## src/rtl/uart_line_baud_pkg.sv

```systemverilog
package uart_line_baud_pkg;

    localparam int FRAC_W = 3;
    localparam int LINE_W = 7;

    typedef enum logic [1:0] {
        SEL_LINE = 2'd0,
        SEL_DIVI = 2'd1,
        SEL_DIVF = 2'd2,
        SEL_NONE = 2'd3
    } reg_sel_e;

    typedef struct packed {
        logic [3:0] data_bits;
        logic       two_stop;
        logic       par_en;
        logic       par_even;
        logic       ir;
    } frame_cfg_t;

    function automatic frame_cfg_t decode_line(input logic [LINE_W-1:0] lc);
        frame_cfg_t c;
        c.data_bits = 4'd5 + {2'b00, lc[1:0]};
        c.two_stop  = lc[2];
        c.par_en    = lc[5];
        c.par_even  = lc[5] & lc[3];
        c.ir        = lc[6];
        return c;
    endfunction

endpackage

```

## src/rtl/uart_line_baud_regs.sv

```systemverilog
module uart_line_baud_regs
    import uart_line_baud_pkg::*;
#(
    parameter int DIV_W = 16,
    parameter int BUS_W = 16
) (
    input  logic             clk,
    input  logic             rst_n,
    input  logic             wr_en,
    input  logic [1:0]       wr_addr,
    input  logic [BUS_W-1:0] wr_data,
    output logic [DIV_W-1:0] div_o,
    output logic [FRAC_W-1:0] frac_o,
    output frame_cfg_t       cfg_o,
    output logic             reload_o
);

    typedef struct packed {
        logic [LINE_W-1:0] line;
        logic [DIV_W-1:0]  div;
        logic [FRAC_W-1:0] frac;
        frame_cfg_t        cfg;
    } regs_t;

    regs_t    st_d, st_q;
    reg_sel_e sel;

    always_comb begin
        sel      = reg_sel_e'(wr_addr);
        st_d     = st_q;
        reload_o = 1'b0;
        if (wr_en) begin
            case (sel)
                SEL_LINE: st_d.line = wr_data[LINE_W-1:0];
                SEL_DIVI: begin
                    st_d.div = wr_data[DIV_W-1:0];
                    reload_o = 1'b1;
                end
                SEL_DIVF: begin
                    st_d.frac = wr_data[FRAC_W-1:0];
                    reload_o  = 1'b1;
                end
                default: ;
            endcase
            if (sel != SEL_NONE && st_d.div != '0) begin
                st_d.cfg = decode_line(st_d.line);
            end
        end
    end

    always_ff @(posedge clk) begin
        if (!rst_n) begin
            st_q.line <= '0;
            st_q.div  <= '0;
            st_q.frac <= '0;
            st_q.cfg  <= decode_line('0);
        end else begin
            st_q <= st_d;
        end
    end

    assign div_o  = st_q.div;
    assign frac_o = st_q.frac;
    assign cfg_o  = st_q.cfg;

endmodule

```

## src/rtl/uart_line_baud_tickgen.sv

```systemverilog
module uart_line_baud_tickgen
    import uart_line_baud_pkg::*;
#(
    parameter int DIV_W = 16
) (
    input  logic              clk,
    input  logic              rst_n,
    input  logic [DIV_W-1:0]  div_i,
    input  logic [FRAC_W-1:0] frac_i,
    input  logic              reload_i,
    output logic              tick_o
);

    localparam int CNT_W = DIV_W + 1;
    localparam int SUB_W = 4;

    typedef struct packed {
        logic [CNT_W-1:0] cnt;
        logic [SUB_W-1:0] sub;
        logic             tick;
    } tg_t;

    tg_t              st_d, st_q;
    logic             stretch;
    logic [CNT_W-1:0] term;

    always_comb begin
        stretch = (st_q.sub < {1'b0, frac_i});
        term    = {1'b0, div_i} + CNT_W'(stretch);
        st_d    = st_q;
        if (reload_i || div_i == '0) begin
            st_d.cnt  = '0;
            st_d.sub  = '0;
            st_d.tick = 1'b0;
        end else if (st_q.cnt == term) begin
            st_d.cnt  = '0;
            st_d.sub  = st_q.sub + 1'b1;
            st_d.tick = 1'b1;
        end else begin
            st_d.cnt  = st_q.cnt + 1'b1;
            st_d.tick = 1'b0;
        end
    end

    always_ff @(posedge clk) begin
        if (!rst_n) st_q <= '0;
        else        st_q <= st_d;
    end

    assign tick_o = st_q.tick;

endmodule

```

## src/rtl/uart_line_baud.sv

```systemverilog
module uart_line_baud
    import uart_line_baud_pkg::*;
#(
    parameter  int DIV_W = 16,
    localparam int BUS_W = (DIV_W > LINE_W) ? DIV_W : LINE_W
) (
    input  logic             clk,
    input  logic             rst_n,
    input  logic             wr_en,
    input  logic [1:0]       wr_addr,
    input  logic [BUS_W-1:0] wr_data,
    output logic [3:0]       data_bits_o,
    output logic             two_stop_o,
    output logic             parity_en_o,
    output logic             parity_even_o,
    output logic             ir_mode_o,
    output logic             tick_o
);

    logic [DIV_W-1:0]  div_w;
    logic [FRAC_W-1:0] frac_w;
    frame_cfg_t        cfg_w;
    logic              reload_w;

    uart_line_baud_regs #(.DIV_W(DIV_W), .BUS_W(BUS_W)) u_regs (
        .clk      (clk),
        .rst_n    (rst_n),
        .wr_en    (wr_en),
        .wr_addr  (wr_addr),
        .wr_data  (wr_data),
        .div_o    (div_w),
        .frac_o   (frac_w),
        .cfg_o    (cfg_w),
        .reload_o (reload_w)
    );

    uart_line_baud_tickgen #(.DIV_W(DIV_W)) u_tick (
        .clk      (clk),
        .rst_n    (rst_n),
        .div_i    (div_w),
        .frac_i   (frac_w),
        .reload_i (reload_w),
        .tick_o   (tick_o)
    );

    assign data_bits_o   = cfg_w.data_bits;
    assign two_stop_o    = cfg_w.two_stop;
    assign parity_en_o   = cfg_w.par_en;
    assign parity_even_o = cfg_w.par_even;
    assign ir_mode_o     = cfg_w.ir;

endmodule

```

## config.mk

```make
export PLATFORM = sky130hd
export DESIGN_NAME = uart_line_baud
export DESIGN_NICKNAME = d
export VERILOG_FILES = /design/src/rtl/uart_line_baud_pkg.sv /design/src/rtl/uart_line_baud_regs.sv /design/src/rtl/uart_line_baud_tickgen.sv /design/src/rtl/uart_line_baud.sv
export SDC_FILE = /design/constraint.sdc
export NUM_CORES = 1
export LEC_CHECK = 0
export ABC_CLOCK_PERIOD_IN_PS = 3500
export CAP_MARGIN = 20
export CORE_ASPECT_RATIO = 1.75
export CORE_UTILIZATION = 55
export CTS_BUF_LIST = sky130_fd_sc_hd__clkbuf_8 sky130_fd_sc_hd__clkbuf_16
export CTS_CLUSTER_DIAMETER = 40
export CTS_CLUSTER_SIZE = 10
export DETAILED_ROUTE_END_ITERATION = 12
export PLACE_DENSITY = 0.85
export REMOVE_ABC_BUFFERS = 1
export SLEW_MARGIN = 30
export SYNTH_ARGS = -nofsm -noshare
export SYNTH_HDL_FRONTEND = slang
export SYNTH_SLANG_ARGS = --single-unit
```

## constraint.sdc

```tcl
create_clock -name clk -period 3.5 [get_ports clk]
set_input_delay 0.875 -clock clk [delete_from_list [all_inputs] [get_ports clk]]
set_output_delay 0.875 -clock clk [all_outputs]
set_load 0.02 [all_outputs]
```

==> run metrics <==
fin nets 417; fraction of registers with async set/reset 0; CP Data Arrival Time 3.51 ns; worst r2r dst u_tick.st_q[4]; Crit Path Class reg2reg; Max-slew headroom 0.4842; Worst Hold Launch u_regs.st_q[30]; Pwr per Cell Area 374.8 mW/mm^2; root buf cell clkbuf_8; core area 0.005255 sq mm; Final Max Tran Viols 0; synth warn 0; most numerous cell in the Yosys netlist nand2_1; R2R setup slack 0.16 ns; RD Place Congestion 0.9387; Post-Syn Area 0.002980 sq mm; Tcrit/Tclk final 0.9548; most frequent cells after synthesis nand2_1, dfxtp_1, xor2_1; worst hold-check path type reg2reg; Primary FF master, synth dfxtp_1; sequential area share after synthesis 0.3694; Die H 99.38 um; EDFF count, synth 0; min Tclk post-route 3.342 ns; distinct cell type count after synthesis 47; DRT Wirelength 6710 um; Reg area 0.001101 sq mm; DR iter-0 viols 53; status finished, final reports clean; Fin. Hold Viols 0; number of cells produced by synthesis 352; # hold bufs at CTS 0; DP Area 0.003366 sq mm; Area Growth Syn to Fin 17.80%; Filler Cells Inserted 422; CTS H-tree depth 2; endpoints failing setup 0; Worst Skew 0.008998 ns; post-route ant nets 0; Post-DP HPWL 5086 um; Syn Area/Cell 8.467 sq um; Via-to-Cell Ratio 5.748; cell taking the most area after synthesis dfxtp_1; DIE AREA 0.005729 sq mm; port bufs 29; CTS Buf Count 5; WHS Endpoint u_regs.st_q[30]; vias in the first global route 2,479; top cell type's share of synthesized area 0.3694; total global routing overflow 0; Initial Utilization 0.5671; worst slew pin tran 0.7617 ns; Yosys reg bits 55; Max Freq 0.2992 GHz; DRC viols 0; Critical Path Start Type flip-flop; WHS Path Cells 2; drt first pass iters 4; Ant. Diodes 0; TritonCTS clock tree yes; initial antenna violation count 0; Critical R2R Launch u_regs.frac_o[1]; GRT Total Usage 0.2425; die width 57.65 um; worst vdd ir 326.7 uV; Clock Path Buffers 2; largest net degree at the start of global routing 34; cell depth of the worst flop-to-flop path 15; Multi-input gate area 0.001797 sq mm; clk sinks 55; Clock transition at path regs 0.10 ns; # IOs 30; worst hold slack 0.4724 ns; crit path max fanout 8; Static Leakage 1.347 nW; max-cap check violation count 0; Design Area, Final 0.003511 sq mm; Clock Latency Late Sink 0.31 ns; worst path required time 3.67 ns; first-pass GRT wire length 10,890 um; crit end category flip-flop; Synth area leaders dfxtp_1, nand2_1, xor2_1; routed wire length per instance 15.25 um; layout cells sized above 1 0.07792; Cell Rows 35; vias after detailed routing 2,529
## per-layer routing
| metal | vias up | track usage | part of all wire |
|---|---|---|---|
| met5 | - | 0 | 0 |
| met4 | 0 | 0.1388 | 0.044 |
| met3 | 24 | 0.03641 | 0.022 |
| met2 | 49 | 0.4615 | 0.56 |
| met1 | 1173 | 0.2379 | 0.38 |
| li1 | 1283 | - | - |
## logic make-up (layout without fill, tap and decap cells)
group           after synthesis  in the layout  synth area share
xor+xnor                     40             40            0.1175
fa+ha+maj                    11             11           0.04618
flops                        55             55            0.3694
compound gates               52             52            0.1360
mux                           8              8           0.02729
buf+inv                      26             59           0.03820
simple gates                160            160            0.2653
## area by class of cell
cell class / instances / area share
Clock buffer: 5 / 0.01960
Timing Repair Buffer: 42 / 0.1140
Sequential cell: 55 / 0.3136
Tap cell: 55 / 0.01960
Clock inverter: 2 / 0.01069
Inverter: 10 / 0.01069
Multi-Input combinational cell: 271 / 0.5118
## worst max-delay path, stage by stage (launching register included)
cell	delay, ns
dfxtp_1	0.34
inv_1	0.05
ha_1	0.30
a21o_1	0.17
a211oi_2	0.24
ha_2	0.21
ha_1	0.21
nand3_4	0.13
or2_1	0.29
buf_4	0.15
xnor2_1	0.13
a211oi_2	0.27
nand4_4	0.19
buf_4	0.20
o21ai_0	0.22
a21oi_1	0.10
## worst max path at each step
| stage | end | slack, ns | depth (start not counted) | start |
|---|---|---|---|---|
| 4_1_cts | u_tick.st_q[4] | 0.14 | 13 | u_regs.frac_o[1] |
| 3_3_place_gp | u_regs.cfg_o[3] | 0.18 | 10 | wr_addr[1] |
| 6_report | u_tick.st_q[4] | 0.16 | 15 | u_regs.frac_o[1] |
| 3_5_place_dp | u_regs.cfg_o[0] | 0.08 | 10 | wr_addr[1] |
| 5_1_grt | u_tick.st_q[4] | -0.09 | 15 | u_regs.frac_o[1] |
| 2_1_floorplan | u_tick.st_q[4] | 0.39 | 13 | u_regs.frac_o[1] |
## placed cells by master, fill, tap and decap left out, drive strengths merged, types with 6 or more instances in the layout
master         instances
nor4                   7
nand2                 64
ha                    11
dfxtp                 55
nand3                 23
clkdlybuf4s50         29
inv                   10
nand4                  6
a21boi                23
buf                   13
nor2                  22
xnor2                 16
nor2b                  8
xor2                  24
or4                    6
mux2i                  7
## power breakdown
| group | internal, mW | total, mW | switching, mW |
|---|---|---|---|
| Combinational | 0.113 | 0.229 | 0.117 |
| Clock | 0.209 | 0.416 | 0.206 |
| Sequential | 0.648 | 0.671 | 0.0228 |
| Total | 0.970 | 1.32 | 0.346 |
## state kept, by name (all words and copies together) (netlist names)
register / cells
u_regs.cfg_o: 8
u_regs.div_o: 16
u_regs.frac_o: 3
u_regs.st_q: 6
u_tick.st_q: 21
u_tick.tick_o: 1
## per-stage QoR
step | TNS (ns) | utilization | setup WS (ns) | total power [mW] | std cells
detailed placement | 0 | 0.6405 | 0.07693 | 0.8991 | 432
CTS | 0 | 0.6607 | 0.1356 | 1.307 | 439
floorplan | 0 | - | 0.3945 | 0.7942 | 336
finish | 0 | 0.6681 | 0.1582 | 1.316 | 440
global route | -0.08754 | 0.6681 | -0.08754 | 1.361 | 440
global placement | 0 | 0.6405 | 0.1805 | 0.8930 | 432
## timing repair
item,CTS,global route
setup endpoints to repair,0,3
buffers inserted,0,1
resized for setup,0,5
No activity file was read; power rests on OpenSTA's default activity.
